### src/rtl/ppio_pkg.sv
package ppio_pkg;
    localparam int BYTE_W = 8;
    localparam int NIB_W  = BYTE_W / 2;
    localparam int IDX_W  = $clog2(BYTE_W);
    localparam int NIRQ   = 2;

    typedef enum logic [1:0] {
        SEL_A   = 2'd0,
        SEL_B   = 2'd1,
        SEL_C   = 2'd2,
        SEL_CMD = 2'd3
    } sel_e;

    // 1 = group is an input
    typedef struct packed {
        logic a_in;
        logic cu_in;
        logic b_in;
        logic cl_in;
    } dir_t;

    typedef struct packed {
        dir_t              dir;
        logic [BYTE_W-1:0] pa;
        logic [BYTE_W-1:0] pb;
        logic [BYTE_W-1:0] pc;
        logic [NIRQ-1:0]   inte;
    } ppio_state_t;
endpackage

### src/rtl/ppio_cmd_decode.sv
module ppio_cmd_decode
    import ppio_pkg::*;
(
    input  logic              we,
    input  logic [1:0]        addr,
    input  logic [BYTE_W-1:0] din,
    output logic              wr_a,
    output logic              wr_b,
    output logic              wr_c,
    output logic              mode_we,
    output logic              bsr_we,
    output logic [IDX_W-1:0]  bsr_idx,
    output logic              bsr_val
);
    logic cmd_hit;

    always_comb begin
        cmd_hit = we && (sel_e'(addr) == SEL_CMD);
        wr_a    = we && (sel_e'(addr) == SEL_A);
        wr_b    = we && (sel_e'(addr) == SEL_B);
        wr_c    = we && (sel_e'(addr) == SEL_C);
        mode_we = cmd_hit && din[BYTE_W-1];
        bsr_we  = cmd_hit && !din[BYTE_W-1];
        bsr_idx = din[IDX_W:1];
        bsr_val = din[0];
    end
endmodule

### src/rtl/ppio_regs.sv
module ppio_regs
    import ppio_pkg::*;
#(
    parameter logic [NIRQ*IDX_W-1:0] INTE_SEL = {3'd2, 3'd4}
) (
    input  logic              clk,
    input  logic              rst_n,
    input  logic              wr_a,
    input  logic              wr_b,
    input  logic              wr_c,
    input  logic              mode_we,
    input  logic              bsr_we,
    input  logic [IDX_W-1:0]  bsr_idx,
    input  logic              bsr_val,
    input  logic [BYTE_W-1:0] din,
    output ppio_state_t       st
);
    ppio_state_t st_d, st_q;

    always_comb begin
        st_d = st_q;
        if (mode_we) begin
            st_d.dir.a_in  = din[4];
            st_d.dir.cu_in = din[3];
            st_d.dir.b_in  = din[1];
            st_d.dir.cl_in = din[0];
            st_d.pa        = '0;
            st_d.pc        = '0;
            st_d.inte      = '0;
        end else if (bsr_we) begin
            st_d.pc[bsr_idx] = bsr_val;
            for (int k = 0; k < NIRQ; k++) begin
                if (bsr_idx == INTE_SEL[k*IDX_W +: IDX_W]) begin
                    st_d.inte[k] = bsr_val;
                end
            end
        end else begin
            if (wr_a) st_d.pa = din;
            if (wr_b) st_d.pb = din;
            if (wr_c) st_d.pc = din;
        end
    end

    always_ff @(posedge clk or negedge rst_n) begin
        if (!rst_n) begin
            st_q      <= '0;
            st_q.dir  <= '1;
        end else begin
            st_q <= st_d;
        end
    end

    assign st = st_q;
endmodule

### src/rtl/ppio_rdmux.sv
module ppio_rdmux
    import ppio_pkg::*;
(
    input  logic [1:0]        addr,
    input  ppio_state_t       st,
    input  logic [BYTE_W-1:0] pa_in,
    input  logic [BYTE_W-1:0] pb_in,
    input  logic [BYTE_W-1:0] pc_in,
    output logic [BYTE_W-1:0] rdata
);
    logic [BYTE_W-1:0] a_val, b_val, c_val;

    always_comb begin
        a_val = st.dir.a_in ? pa_in : st.pa;
        b_val = st.dir.b_in ? pb_in : st.pb;
        c_val[BYTE_W-1:NIB_W] = st.dir.cu_in ? pc_in[BYTE_W-1:NIB_W] : st.pc[BYTE_W-1:NIB_W];
        c_val[NIB_W-1:0]      = st.dir.cl_in ? pc_in[NIB_W-1:0]      : st.pc[NIB_W-1:0];
        unique case (sel_e'(addr))
            SEL_A:   rdata = a_val;
            SEL_B:   rdata = b_val;
            SEL_C:   rdata = c_val;
            default: rdata = '0;
        endcase
    end
endmodule

### src/rtl/ppio_ctrl.sv
module ppio_ctrl
    import ppio_pkg::*;
#(
    parameter logic [NIRQ*IDX_W-1:0] INTE_SEL = {3'd2, 3'd4}
) (
    input  logic              clk,
    input  logic              rst_n,
    input  logic              cs_n,
    input  logic              rd_n,
    input  logic              wr_n,
    input  logic [1:0]        addr,
    input  logic [BYTE_W-1:0] din,
    output logic [BYTE_W-1:0] dout,
    output logic              dout_oe,
    input  logic [BYTE_W-1:0] pa_in,
    output logic [BYTE_W-1:0] pa_out,
    output logic              pa_oe,
    input  logic [BYTE_W-1:0] pb_in,
    output logic [BYTE_W-1:0] pb_out,
    output logic              pb_oe,
    input  logic [BYTE_W-1:0] pc_in,
    output logic [BYTE_W-1:0] pc_out,
    output logic [BYTE_W-1:0] pc_oe,
    input  logic [NIRQ-1:0]   irq_req,
    output logic [NIRQ-1:0]   irq
);
    logic             we;
    logic             wr_a, wr_b, wr_c, mode_we, bsr_we, bsr_val;
    logic [IDX_W-1:0] bsr_idx;
    ppio_state_t      st;
    logic [BYTE_W-1:0] rdata;

    assign we = !cs_n && !wr_n;

    ppio_cmd_decode u_dec (
        .we      (we),
        .addr    (addr),
        .din     (din),
        .wr_a    (wr_a),
        .wr_b    (wr_b),
        .wr_c    (wr_c),
        .mode_we (mode_we),
        .bsr_we  (bsr_we),
        .bsr_idx (bsr_idx),
        .bsr_val (bsr_val)
    );

    ppio_regs #(.INTE_SEL(INTE_SEL)) u_regs (
        .clk     (clk),
        .rst_n   (rst_n),
        .wr_a    (wr_a),
        .wr_b    (wr_b),
        .wr_c    (wr_c),
        .mode_we (mode_we),
        .bsr_we  (bsr_we),
        .bsr_idx (bsr_idx),
        .bsr_val (bsr_val),
        .din     (din),
        .st      (st)
    );

    ppio_rdmux u_rd (
        .addr  (addr),
        .st    (st),
        .pa_in (pa_in),
        .pb_in (pb_in),
        .pc_in (pc_in),
        .rdata (rdata)
    );

    assign dout    = rdata;
    assign dout_oe = !cs_n && !rd_n;
    assign pa_out  = st.pa;
    assign pb_out  = st.pb;
    assign pc_out  = st.pc;
    assign pa_oe   = !st.dir.a_in;
    assign pb_oe   = !st.dir.b_in;
    assign pc_oe   = {{NIB_W{!st.dir.cu_in}}, {NIB_W{!st.dir.cl_in}}};

    for (genvar k = 0; k < NIRQ; k++) begin : g_irq
        assign irq[k] = irq_req[k] && st.inte[k];
    end
endmodule

### config.mk
export PLATFORM = sky130hd
export DESIGN_NAME = ppio_ctrl
export DESIGN_NICKNAME = d
export VERILOG_FILES = /design/src/rtl/ppio_pkg.sv /design/src/rtl/ppio_cmd_decode.sv /design/src/rtl/ppio_regs.sv /design/src/rtl/ppio_rdmux.sv /design/src/rtl/ppio_ctrl.sv
export SDC_FILE = /design/constraint.sdc
export NUM_CORES = 1
export LEC_CHECK = 0
export BUFFER_PORTS_ARGS = -buffer_cell sky130_fd_sc_hd__buf_4
export CORE_ASPECT_RATIO = 0.5
export CORE_MARGIN = 8
export CORE_UTILIZATION = 35
export DETAILED_ROUTE_END_ITERATION = 16
export SLEW_MARGIN = 20
export SYNTH_ARGS = -nofsm -noshare
export SYNTH_HDL_FRONTEND = slang
export SYNTH_SLANG_ARGS = --single-unit
### constraint.sdc
create_clock -name clk -period 3.25 [get_ports clk]
set_input_delay 0.1625 -clock clk [delete_from_list [all_inputs] [get_ports clk]]
set_output_delay 0.1625 -clock clk [all_outputs]
set_load 0.005 [all_outputs]
==> impl_metrics.yaml <==
routing:
  drt-pass1-iter-count: 5
  drt.antenna.violating_nets: 0
  drt-initial-drc-count: 84
  wl_per_cell_microns: 18.3
  vias_per_cell: 5.14
  drc_errors: 0
  drt-total-wl_microns: 6460
  num_vias: 1821
clocking:
  h-tree-depth: 2
  clock_sinks: 30
  insertion_delay_ns: 0.27
  clockBufferDepth: 2
  path_clk_slew_ns: 0.05
  root_buffer: "clkbuf_16"
  cts_tree: "yes"
  cts_buffers: 5
  post_cts_buffers: 0
sta:
  hold_viol_final: 0
  setup_tns_ns: 0
  worst_pin_slew_ns: 0.576
  fmax_mhz: 527
  period_share_pct: 58.4
  slew_viol_final: 0
  rsz0062_at_grt: "no"
  maxSlewHeadroom_pct: 61.5
  fin_skew_ns: 0
  final-setup-viol-count: 0
  fin_crit_ns: 1.90
critical_path:
  worst_setup_path_start_kind: "register"
  crit_chain: "mux2_2, a21oi_1, o22ai_1, buf_4"
  cpPeakStageDelay_ns: 0.65
  slowest_stage: "dfstp_2"
  critPathArrivalTime_ns: 1.73
  reg2reg_from: "u_regs.st[27]"
  regToRegSetupSlack_ns: 2.30
  critical_path.max_fanout: 10
  worstReg2RegEnd: "u_regs.st[27]"
  cp-end-kind: "primary output"
  crit_family: "flip-flops"
  r2r_cells: 1
  cp_num_buf_inv: 1
  crit_type: "reg -> out"
  cp.required_ns: 3.09
die:
  dieArea_sq_um: 9080
  die_width_microns: 127
  core_sq_um: 6010
  io-pin-count: 86
  die_y_microns: 71.5
  start_util_pct: 35.9
  rows: 20
final_layout:
  num-nets-final: 317
  largest_register_ffs: 30
  seqCellArea_sq_um: 756
  drive_gt1_share_pct: 43.3
  multi_input_area_sq_um: 1080
  design_area_sq_um: 2760
  syn2layout_area_growth_pct: 28.0
  nFillCells: 590
  antennaDiodeCount: 0
  final_core_util_pct: 45.9
grt:
  grt_use_total_pct: 14.2
  grt_pass1_vias: 1930
  grt_first_pass_wirelength_microns: 10300
  grt_max_degree: 31
  antenna_found_initial: 0
  grt.busiest_layer: "met2"
  grt.met2_usage_pct: 23.4
  grt_use_met1_pct: 18.4
  grt-ovfl-total: 0
  met3_usage_pct: 3.40
placement:
  portBuffers: 85
  routabilityCongestion: 0.861
  place_area_sq_um: 2600
  dp_hpwl_microns: 5070
synth:
  syn_area_sq_um: 2150
  yosysWarnings: 0
  synth_fp_nets: 268
  ys_ff_latch: 30
  ys_seq_area_share_pct: 35.1
  syn_inst: 227
  synth_area_per_cell_sq_um: 9.49
  synth_cell_types: 35
power_and_ir_drop:
  leakagePower_uw: 0.00126
  power.density_nw_per_um2: 545
  vdd_drop_max_mv: 0.193
run:
  drv_cap: 0
worst_hold_path:
  holdPathEnd: "u_regs.st[15]"
  hold_class: "in -> reg"
  hold_start: "din[5]"
  worstHoldPathCells: 2
status:
  status: "finished clean"
cells in the final DEF, fill, tap and decap left out, types with 4 or more instances in the layout:
cell type   n
a21oi_1     9
buf_4      85
clkbuf_16   5
dfrtp_1    26
dfstp_2     4
inv_1       7
mux2_2     19
mux2i_1    26
nand2_1    15
nor2_1     16
o21ai_0    15
o22ai_1     8
o2bb2ai_1   8
per-layer routing:
| layer | part of all wire (%) | vias to the layer above |
|---|---|---|
| met5 | 0 | - |
| met4 | 0.54 | 0 |
| met3 | 5.5 | 2 |
| met2 | 48 | 56 |
| met1 | 46 | 892 |
| li1 | - | 871 |
cell families (layout without fill, tap and decap cells):
group / count (synthesis) / after routing / synth area share, %
mux: 47 / 47 / 23.1
buf+inv: 51 / 101 / 14.6
compound gates: 49 / 49 / 14.5
flops: 30 / 30 / 35.1
simple gates: 50 / 50 / 12.7
Yosys cell counts:
cell type,count,area [sq um]
o21a_1,1,7.51
nor3b_1,3,22.5
dfrtp_1,26,651
a32oi_1,2,17.5
nand3b_1,1,7.51
nor3_4,1,16.3
nor4_1,1,6.26
a21oi_1,9,45.0
nor3_1,1,5.00
mux2i_1,26,260
or3b_1,1,8.76
o21ai_1,1,5.00
mux2_1,2,22.5
o31ai_1,2,15.0
nor2_4,1,11.3
and3b_1,1,8.76
nand4_1,1,6.26
nand2_1,15,56.3
nor2_1,16,60.1
o21ai_2,2,17.5
o22ai_1,8,50.1
nand3_1,2,10.0
nand2b_1,1,6.26
buf_2,9,45.0
o2bb2ai_1,8,70.1
clkbuf_1,5,18.8
nor3b_4,1,18.8
and2_1,3,18.8
nand4bb_1,1,11.3
mux2_2,19,214
dfstp_2,4,105
inv_1,7,26.3
o21ai_0,15,75.1
a221o_1,1,10.0
buf_4,30,225
how the worst max path moves through the flow:
stage	depth (start not counted)	slack, ns	endpoint	start
final	4	1.35	dout[3]	u_regs.st[29]
after global routing	4	1.29	dout[1]	u_regs.st[29]
after CTS	4	1.36	dout[3]	u_regs.st[29]
after detailed placement	5	1.63	dout[0]	addr[0]
after global placement	5	1.67	dout[0]	addr[0]
after floorplan	4	1.85	dout[0]	u_regs.st[29]
power by group:
part           leakage (uW)  switching (uW)  internal (uW)
Sequential         0.000358            95.9            456
Combinational      0.000825             193            294
Clock             0.0000739             161            303
repair_timing:
| action | in CTS | in global routing |
|---|---|---|
| hold buffers | 1 | 0 |
| resized for setup | 0 | 0 |
| endpoints found under the hold margin | 26 | 0 |
layout make-up:
type	instances	area share, %
timing repair buffer	86	23.5
clock buffer	7	5.17
multi-input combinational	146	39.3
sequential	30	27.4
clock inverter	1	0.181
tap	77	3.49
inverter	7	0.953
stage by stage:
step,setup slack [ns],total power [uW],hold WS [ns],std cells
after detailed placement,1.63,1050,0.122,345
after global placement,1.67,1040,0.113,345
after CTS,1.36,1520,0.156,354
final,1.35,1500,0.157,354
after floorplan,1.85,869,-0.133,227
after global routing,1.29,1580,0.166,354
No activity file was read; power rests on OpenSTA's default activity.
